<file path="src/rtl/texaddr_pkg.sv">
package texaddr_pkg;

    typedef enum logic {
        ADDR_CLAMP = 1'b0,
        ADDR_WRAP  = 1'b1
    } addr_mode_e;

endpackage

</file>
<file path="src/rtl/tag_level_sel.sv">
module tag_level_sel #(
    parameter int LOG_MAX = 10,
    parameter int LVL_W   = 4,
    parameter int LW_W    = 4
) (
    input  logic [LVL_W-1:0] level,
    input  logic [LW_W-1:0]  log_w,
    input  logic [LW_W-1:0]  log_h,
    output logic [LW_W-1:0]  lw,
    output logic [LW_W-1:0]  lh
);
    localparam int CW = (LVL_W > LW_W) ? LVL_W : LW_W;

    logic [LW_W-1:0] bw, bh, top, eff;
    logic [CW-1:0]   lvl_x, top_x;

    always_comb begin
        bw    = (log_w > LW_W'(LOG_MAX)) ? LW_W'(LOG_MAX) : log_w;
        bh    = (log_h > LW_W'(LOG_MAX)) ? LW_W'(LOG_MAX) : log_h;
        top   = (bw > bh) ? bw : bh;
        lvl_x = CW'(level);
        top_x = CW'(top);
        eff   = (lvl_x > top_x) ? top : LW_W'(lvl_x);
        lw    = (bw > eff) ? (bw - eff) : '0;
        lh    = (bh > eff) ? (bh - eff) : '0;
    end

endmodule

</file>
<file path="src/rtl/tag_axis_front.sv">
module tag_axis_front #(
    parameter int COORD_W = 16,
    parameter int LOG_MAX = 10,
    parameter int LW_W    = 4,
    parameter int FW      = 8,
    parameter int PW      = LOG_MAX + 2
) (
    input  logic [COORD_W-1:0] coord,
    input  logic [LW_W-1:0]    log_size,
    output logic [PW-1:0]      base,
    output logic [FW-1:0]      frac
);
    localparam int SW = COORD_W + LOG_MAX;
    localparam logic [SW:0] HALF = {{(SW+1-COORD_W){1'b0}}, 1'b1, {(COORD_W-1){1'b0}}};

    logic [SW-1:0] scaled;
    logic [SW:0]   shifted;

    always_comb begin
        scaled  = SW'(coord) << log_size;
        shifted = {1'b0, scaled} - HALF;
        base    = {shifted[SW], shifted[SW:COORD_W]};
        frac    = shifted[COORD_W-1 -: FW];
    end

endmodule

</file>
<file path="src/rtl/tag_axis_resolve.sv">
module tag_axis_resolve #(
    parameter int LOG_MAX = 10,
    parameter int LW_W    = 4,
    parameter int PW      = LOG_MAX + 2
) (
    input  logic [PW-1:0]      pos,
    input  logic [LW_W-1:0]    log_size,
    input  logic               wrap,
    output logic [LOG_MAX-1:0] coord
);
    logic [PW-1:0] mask;

    always_comb begin
        mask = (PW'(1) << log_size) - PW'(1);
        if (wrap) begin
            coord = pos[LOG_MAX-1:0] & mask[LOG_MAX-1:0];
        end else if (pos[PW-1]) begin
            coord = '0;
        end else if (pos > mask) begin
            coord = mask[LOG_MAX-1:0];
        end else begin
            coord = pos[LOG_MAX-1:0];
        end
    end

endmodule

</file>
<file path="src/rtl/texel_addr_gen.sv">
module texel_addr_gen #(
    parameter int COORD_W = 16,
    parameter int LOG_MAX = 10,
    parameter int LVL_W   = 4,
    parameter int FRAC_W  = 8,
    parameter int LW_W    = $clog2(LOG_MAX + 1)
) (
    input  logic                   clk,
    input  logic                   rst_n,
    input  logic                   in_valid,
    output logic                   in_ready,
    input  logic [COORD_W-1:0]     in_u,
    input  logic [COORD_W-1:0]     in_v,
    input  logic [LVL_W-1:0]       in_level,
    input  logic [LW_W-1:0]        in_log_w,
    input  logic [LW_W-1:0]        in_log_h,
    input  logic                   in_mode_u,
    input  logic                   in_mode_v,
    output logic                   out_valid,
    input  logic                   out_ready,
    output logic [4*LOG_MAX-1:0]   out_tx,
    output logic [4*LOG_MAX-1:0]   out_ty,
    output logic [FRAC_W-1:0]      out_fu,
    output logic [FRAC_W-1:0]      out_fv
);
    import texaddr_pkg::*;

    localparam int PW = LOG_MAX + 2;
    localparam int AW = LOG_MAX;

    typedef struct packed {
        logic              valid;
        logic [PW-1:0]     x0;
        logic [PW-1:0]     y0;
        logic [FRAC_W-1:0] fu;
        logic [FRAC_W-1:0] fv;
        logic [LW_W-1:0]   lw;
        logic [LW_W-1:0]   lh;
        logic              wrap_u;
        logic              wrap_v;
    } stage1_t;

    typedef struct packed {
        logic              valid;
        logic [4*AW-1:0]   tx;
        logic [4*AW-1:0]   ty;
        logic [FRAC_W-1:0] fu;
        logic [FRAC_W-1:0] fv;
    } stage2_t;

    typedef struct packed {
        stage1_t s1;
        stage2_t s2;
    } pipe_t;

    pipe_t pipe_d, pipe_q;

    logic              adv;
    logic [LW_W-1:0]   sel_lw, sel_lh;
    logic [PW-1:0]     base_in [2];
    logic [FRAC_W-1:0] frac_in [2];
    logic [LW_W-1:0]   size_s1 [2];
    logic              wrap_s1 [2];
    logic [PW-1:0]     base_s1 [2];
    logic [AW-1:0]     res     [2][2];

    tag_level_sel #(
        .LOG_MAX (LOG_MAX),
        .LVL_W   (LVL_W),
        .LW_W    (LW_W)
    ) u_level (
        .level (in_level),
        .log_w (in_log_w),
        .log_h (in_log_h),
        .lw    (sel_lw),
        .lh    (sel_lh)
    );

    always_comb begin
        base_s1[0] = pipe_q.s1.x0;
        base_s1[1] = pipe_q.s1.y0;
        size_s1[0] = pipe_q.s1.lw;
        size_s1[1] = pipe_q.s1.lh;
        wrap_s1[0] = pipe_q.s1.wrap_u;
        wrap_s1[1] = pipe_q.s1.wrap_v;
    end

    generate
        for (genvar a = 0; a < 2; a++) begin : g_axis
            tag_axis_front #(
                .COORD_W (COORD_W),
                .LOG_MAX (LOG_MAX),
                .LW_W    (LW_W),
                .FW      (FRAC_W),
                .PW      (PW)
            ) u_front (
                .coord    ((a == 0) ? in_u : in_v),
                .log_size ((a == 0) ? sel_lw : sel_lh),
                .base     (base_in[a]),
                .frac     (frac_in[a])
            );
            for (genvar o = 0; o < 2; o++) begin : g_side
                tag_axis_resolve #(
                    .LOG_MAX (LOG_MAX),
                    .LW_W    (LW_W),
                    .PW      (PW)
                ) u_resolve (
                    .pos      (base_s1[a] + PW'(o)),
                    .log_size (size_s1[a]),
                    .wrap     (wrap_s1[a]),
                    .coord    (res[a][o])
                );
            end
        end
    endgenerate

    assign adv = !pipe_q.s2.valid || out_ready;

    always_comb begin
        pipe_d = pipe_q;
        if (adv) begin
            pipe_d.s1.valid  = in_valid;
            pipe_d.s1.x0     = base_in[0];
            pipe_d.s1.y0     = base_in[1];
            pipe_d.s1.fu     = frac_in[0];
            pipe_d.s1.fv     = frac_in[1];
            pipe_d.s1.lw     = sel_lw;
            pipe_d.s1.lh     = sel_lh;
            pipe_d.s1.wrap_u = (in_mode_u == ADDR_WRAP);
            pipe_d.s1.wrap_v = (in_mode_v == ADDR_WRAP);

            pipe_d.s2.valid  = pipe_q.s1.valid;
            pipe_d.s2.tx     = {res[0][1], res[0][0], res[0][1], res[0][0]};
            pipe_d.s2.ty     = {res[1][1], res[1][1], res[1][0], res[1][0]};
            pipe_d.s2.fu     = pipe_q.s1.fu;
            pipe_d.s2.fv     = pipe_q.s1.fv;
        end
    end

    always_ff @(posedge clk) begin
        if (!rst_n) begin
            pipe_q <= '0;
        end else begin
            pipe_q <= pipe_d;
        end
    end

    assign in_ready  = adv;
    assign out_valid = pipe_q.s2.valid;
    assign out_tx    = pipe_q.s2.tx;
    assign out_ty    = pipe_q.s2.ty;
    assign out_fu    = pipe_q.s2.fu;
    assign out_fv    = pipe_q.s2.fv;

endmodule

</file>
<file path="config.mk">
export PLATFORM = sky130hd
export DESIGN_NAME = texel_addr_gen
export DESIGN_NICKNAME = d
export VERILOG_FILES = /design/src/rtl/texaddr_pkg.sv /design/src/rtl/tag_level_sel.sv /design/src/rtl/tag_axis_front.sv /design/src/rtl/tag_axis_resolve.sv /design/src/rtl/texel_addr_gen.sv
export SDC_FILE = /design/constraint.sdc
export NUM_CORES = 1
export LEC_CHECK = 0
export ABC_AREA = 1
export BUFFER_PORTS_ARGS = -buffer_cell sky130_fd_sc_hd__buf_4
export CAP_MARGIN = 20
export CORE_ASPECT_RATIO = 0.5
export CORE_MARGIN = 10
export CORE_UTILIZATION = 35
export DETAILED_ROUTE_END_ITERATION = 16
export GPL_TIMING_DRIVEN = 0
export PLACE_DENSITY = 0.67
export RECOVER_POWER = 50
export SYNTH_ARGS = -nofsm -noshare
export SYNTH_HDL_FRONTEND = slang
export SYNTH_SLANG_ARGS = --single-unit
</file>
<file path="constraint.sdc">
create_clock -name clk -period 5.3 [get_ports clk]
set_input_delay 0.795 -clock clk [delete_from_list [all_inputs] [get_ports clk]]
set_output_delay 0.795 -clock clk [all_outputs]
set_load 0.01 [all_outputs]
</file>
==> impl_metrics.yaml <==
logic_synthesis:
  synth_top_area_cell: "dfxtp_1"
  synth_flop_cell: "dfxtp_1"
  synth_edf_count: 0
  netlist-cell-type-count: 49
  synth_nets: 1792
  syn-cell-area_sq_um: 10600
  ys_warn_count: 0
  synth_area_leaders: "dfxtp_1 20%, ha_1 12%, nand2_1 11%, nand3_1 8.2%, buf_4 7.4%"
  synth-seq-cells: 106
  synth_commonest_cells: "299 x nand2_1, 174 x nand3_1, 166 x inv_1"
  synth.most_common_cell: "nand2_1"
  synth.top_cell.area_share_pct: 20.0
  ys_seq_area_share_pct: 20.0
  postSynth.asyncResetShare_pct: 0
  synth_area_per_cell_sq_um: 6.47
  synthCells: 1638
floorplanning:
  rows: 44
  dieWidth_um: 266
  core_sq_um: 29400
  io_pins: 148
  dieArea_sq_um: 38100
  die_y_um: 143
  initial_core_util_pct: 36.0
critical_path:
  worstPathArrival_ns: 5.40
  cpPeakStageDelay_ns: 0.30
  path_class: "input pin to register"
  r2r_end: "out_ty[18]"
  slowest_stage: "ha_1"
  startpoint_type: "input pin"
  worst_ep_required_time_ns: 5.56
  cpMostUsedCell: "nand2_2"
  critPathCaptureType: "register"
  r2r_slack_ns: 0.43
  critPathMaxFanout: 7
  crit_path_end: "base_s1[9]"
  r2r_start: "pipe_q[102]"
  setup.worst_path.start: "in_log_w[3]"
  reg2reg_depth: 21
routing:
  vias: 11500
  drt-wirelength-per-cell_um: 16.1
  drc: 0
  drt_pass1_iterations: 5
  viasPerCell: 5.16
  ant_nets: 0
  wirelength_mm: 35.8
  drt_iter0_drc: 986
timing:
  layout_min_cycle_time_ns: 5.13
  fmax_ghz: 0.195
  rsz0062_at_grt: "yes"
  drv_slew: 0
  fin_skew_ns: 0.0147
  setup_viol: 0
  hold_viol: 0
  timing.hold.ws_ns: 0.454
  worstMarginPinSlew_ns: 0.936
  max_slew_margin_pct: 37.4
  post-route-period-util_pct: 96.8
power:
  fin_total_pwr_mw: 7.71
  swShare_pct: 53.0
  p_clk_share_pct: 9.2
  switchingPower_mw: 4.08
  p_per_area_nw_per_um2: 594
  cellInternalPower_mw: 3.63
  vdd_ir_drop_max_mv: 0.201
  sequentialPowerShare_pct: 17.4
  power.share.combinational_pct: 73.4
  leakage_nw: 6.56
global_route:
  grt_busiest_layer: "met2"
  grt.met3_usage_pct: 2.96
  use_met1_pct: 23.8
  grt_use_met2_pct: 29.5
  grtUsageTotal_pct: 17.8
  overflow: 0
  first_global_vias: 10500
  grt_max_degree: 19
  grt_pass1_wl_mm: 55.3
  antenna_found_initial: 1
clocking:
  clock-sinks: 106
  cts_buffer_depth: 2
  cts_tree: "done"
  ctsRootBufferMaster: "clkbuf_16"
  numCtsBuffers: 9
  clock_latency_ns: 0.37
  h-tree-depth: 3
  path_clk_slew_ns: 0.07
worst_hold_path:
  hp-class: "register to register"
run_status:
  outcome: "finished, final reports clean"
placed_design:
  place_congestion: 0.959
  port_buffers: 146
  dpl_cell_area_sq_um: 12200
  dp_hpwl_mm: 28.1
finish:
  final_area_sq_um: 13000
  layout-drive-gt1-share_pct: 22.1
  final_nets: 1982
  layout.area.seq_sq_um: 2120
  layout-area-overhead-vs-synth_pct: 22.6
  fill_cells: 3141
  multi_input_area_sq_um: 7020
job:
  maxCapViolCount: 0
-- metrics by stage --
step	setup TNS, ns	setup slack [ns]	util [%]	cells
after floorplan	0	0.265	-	1638
after global placement	-12.53	-0.842	41.4	2175
after detailed placement	-13.33	-0.844	41.4	2175
after CTS	0	0.0108	42.9	2198
after global routing	-0.958	-0.159	44.2	2224
final	0	0.168	44.2	2226
-- worst min path at each step --
stage / end / slack, ns / cells after the start / from
5_1_grt: pipe_q[147] / 0.47 / 2 / pipe_q[147]
4_1_cts: pipe_q[147] / 0.45 / 2 / pipe_q[147]
6_report: pipe_q[147] / 0.45 / 2 / pipe_q[147]
2_1_floorplan: pipe_q[147] / 0.42 / 2 / pipe_q[147]
3_5_place_dp: pipe_q[147] / 0.44 / 2 / pipe_q[147]
3_3_place_gp: pipe_q[147] / 0.44 / 2 / pipe_q[147]
-- cell families after synthesis --
logic type               Yosys count  share of synthesized area [%]
flip-flops                       106                           20.0
AND/OR/NAND/NOR                  708                           30.8
XOR/XNOR                          20                           1.65
adder cells (fa/ha/maj)          104                           12.3
buffers and inverters            351                           16.5
AO/OA/AOI/OAI                    349                           18.7
-- flip-flops by register name (all words and copies together) (netlist names) --
signal     cells
out_fv         8
out_fu         8
base_s1       22
out_tx        20
pipe_q        27
out_valid      1
out_ty        20
-- worst max-delay path: cells and delay by family --
kind | cells | cell delay (ns)
adder cells (fa/ha/maj) | 5 | 1.04
buffers and inverters | 8 | 0.66
AO/OA/AOI/OAI | 3 | 0.39
AND/OR/NAND/NOR | 24 | 2.48
-- placed cells by master, fill, tap and decap left out, types with 70 or more instances in the layout --
cell type,count
o21ai_0,116
dfxtp_1,106
clkbuf_1,75
nand2_1,295
inv_1,161
ha_1,98
nor2_1,130
clkbuf_4,70
a21oi_1,135
buf_4,181
nand3_1,160
-- layout make-up --
cell class,instances,area share [%]
antenna,2,0.0385
buffer,173,8.67
clock buffer,9,1.73
clock inverter,7,0.587
inverter,178,5.14
multi-input combinational,1181,54.0
sequential,106,16.3
tap,391,3.77
timing repair buffer,179,9.72
-- power by group through the flow --
stage               Sequential, mW  Combinational, mW  Clock [mW]
floorplan                     1.24               3.86           0
global placement              1.35               5.18           0
detailed placement            1.35               5.21           0
CTS                           1.34               5.33       0.721
global route                  1.37               6.33       0.748
finish                        1.34               5.66       0.710
-- repair_timing --
item	4_1_cts	5_1_grt
endpoints found under the hold margin	0	0
hold buffers	0	0
buffers inserted	7	25
pin swaps	5	39
resized for setup	21	74
setup endpoints to repair	21	29
cloned	0	1
-- layer usage --
| layer | part of all wire, % | wire length (um) | up-vias |
|---|---|---|---|
| li1 | - | - | 5783 |
| met1 | 45 | 16200 | 5281 |
| met5 | 0 | 0 | - |
| met3 | 6.7 | 2410 | 43 |
| met2 | 46 | 16500 | 378 |
| met4 | 1.7 | 608 | 0 |
(Power assumes the default switching activity.)
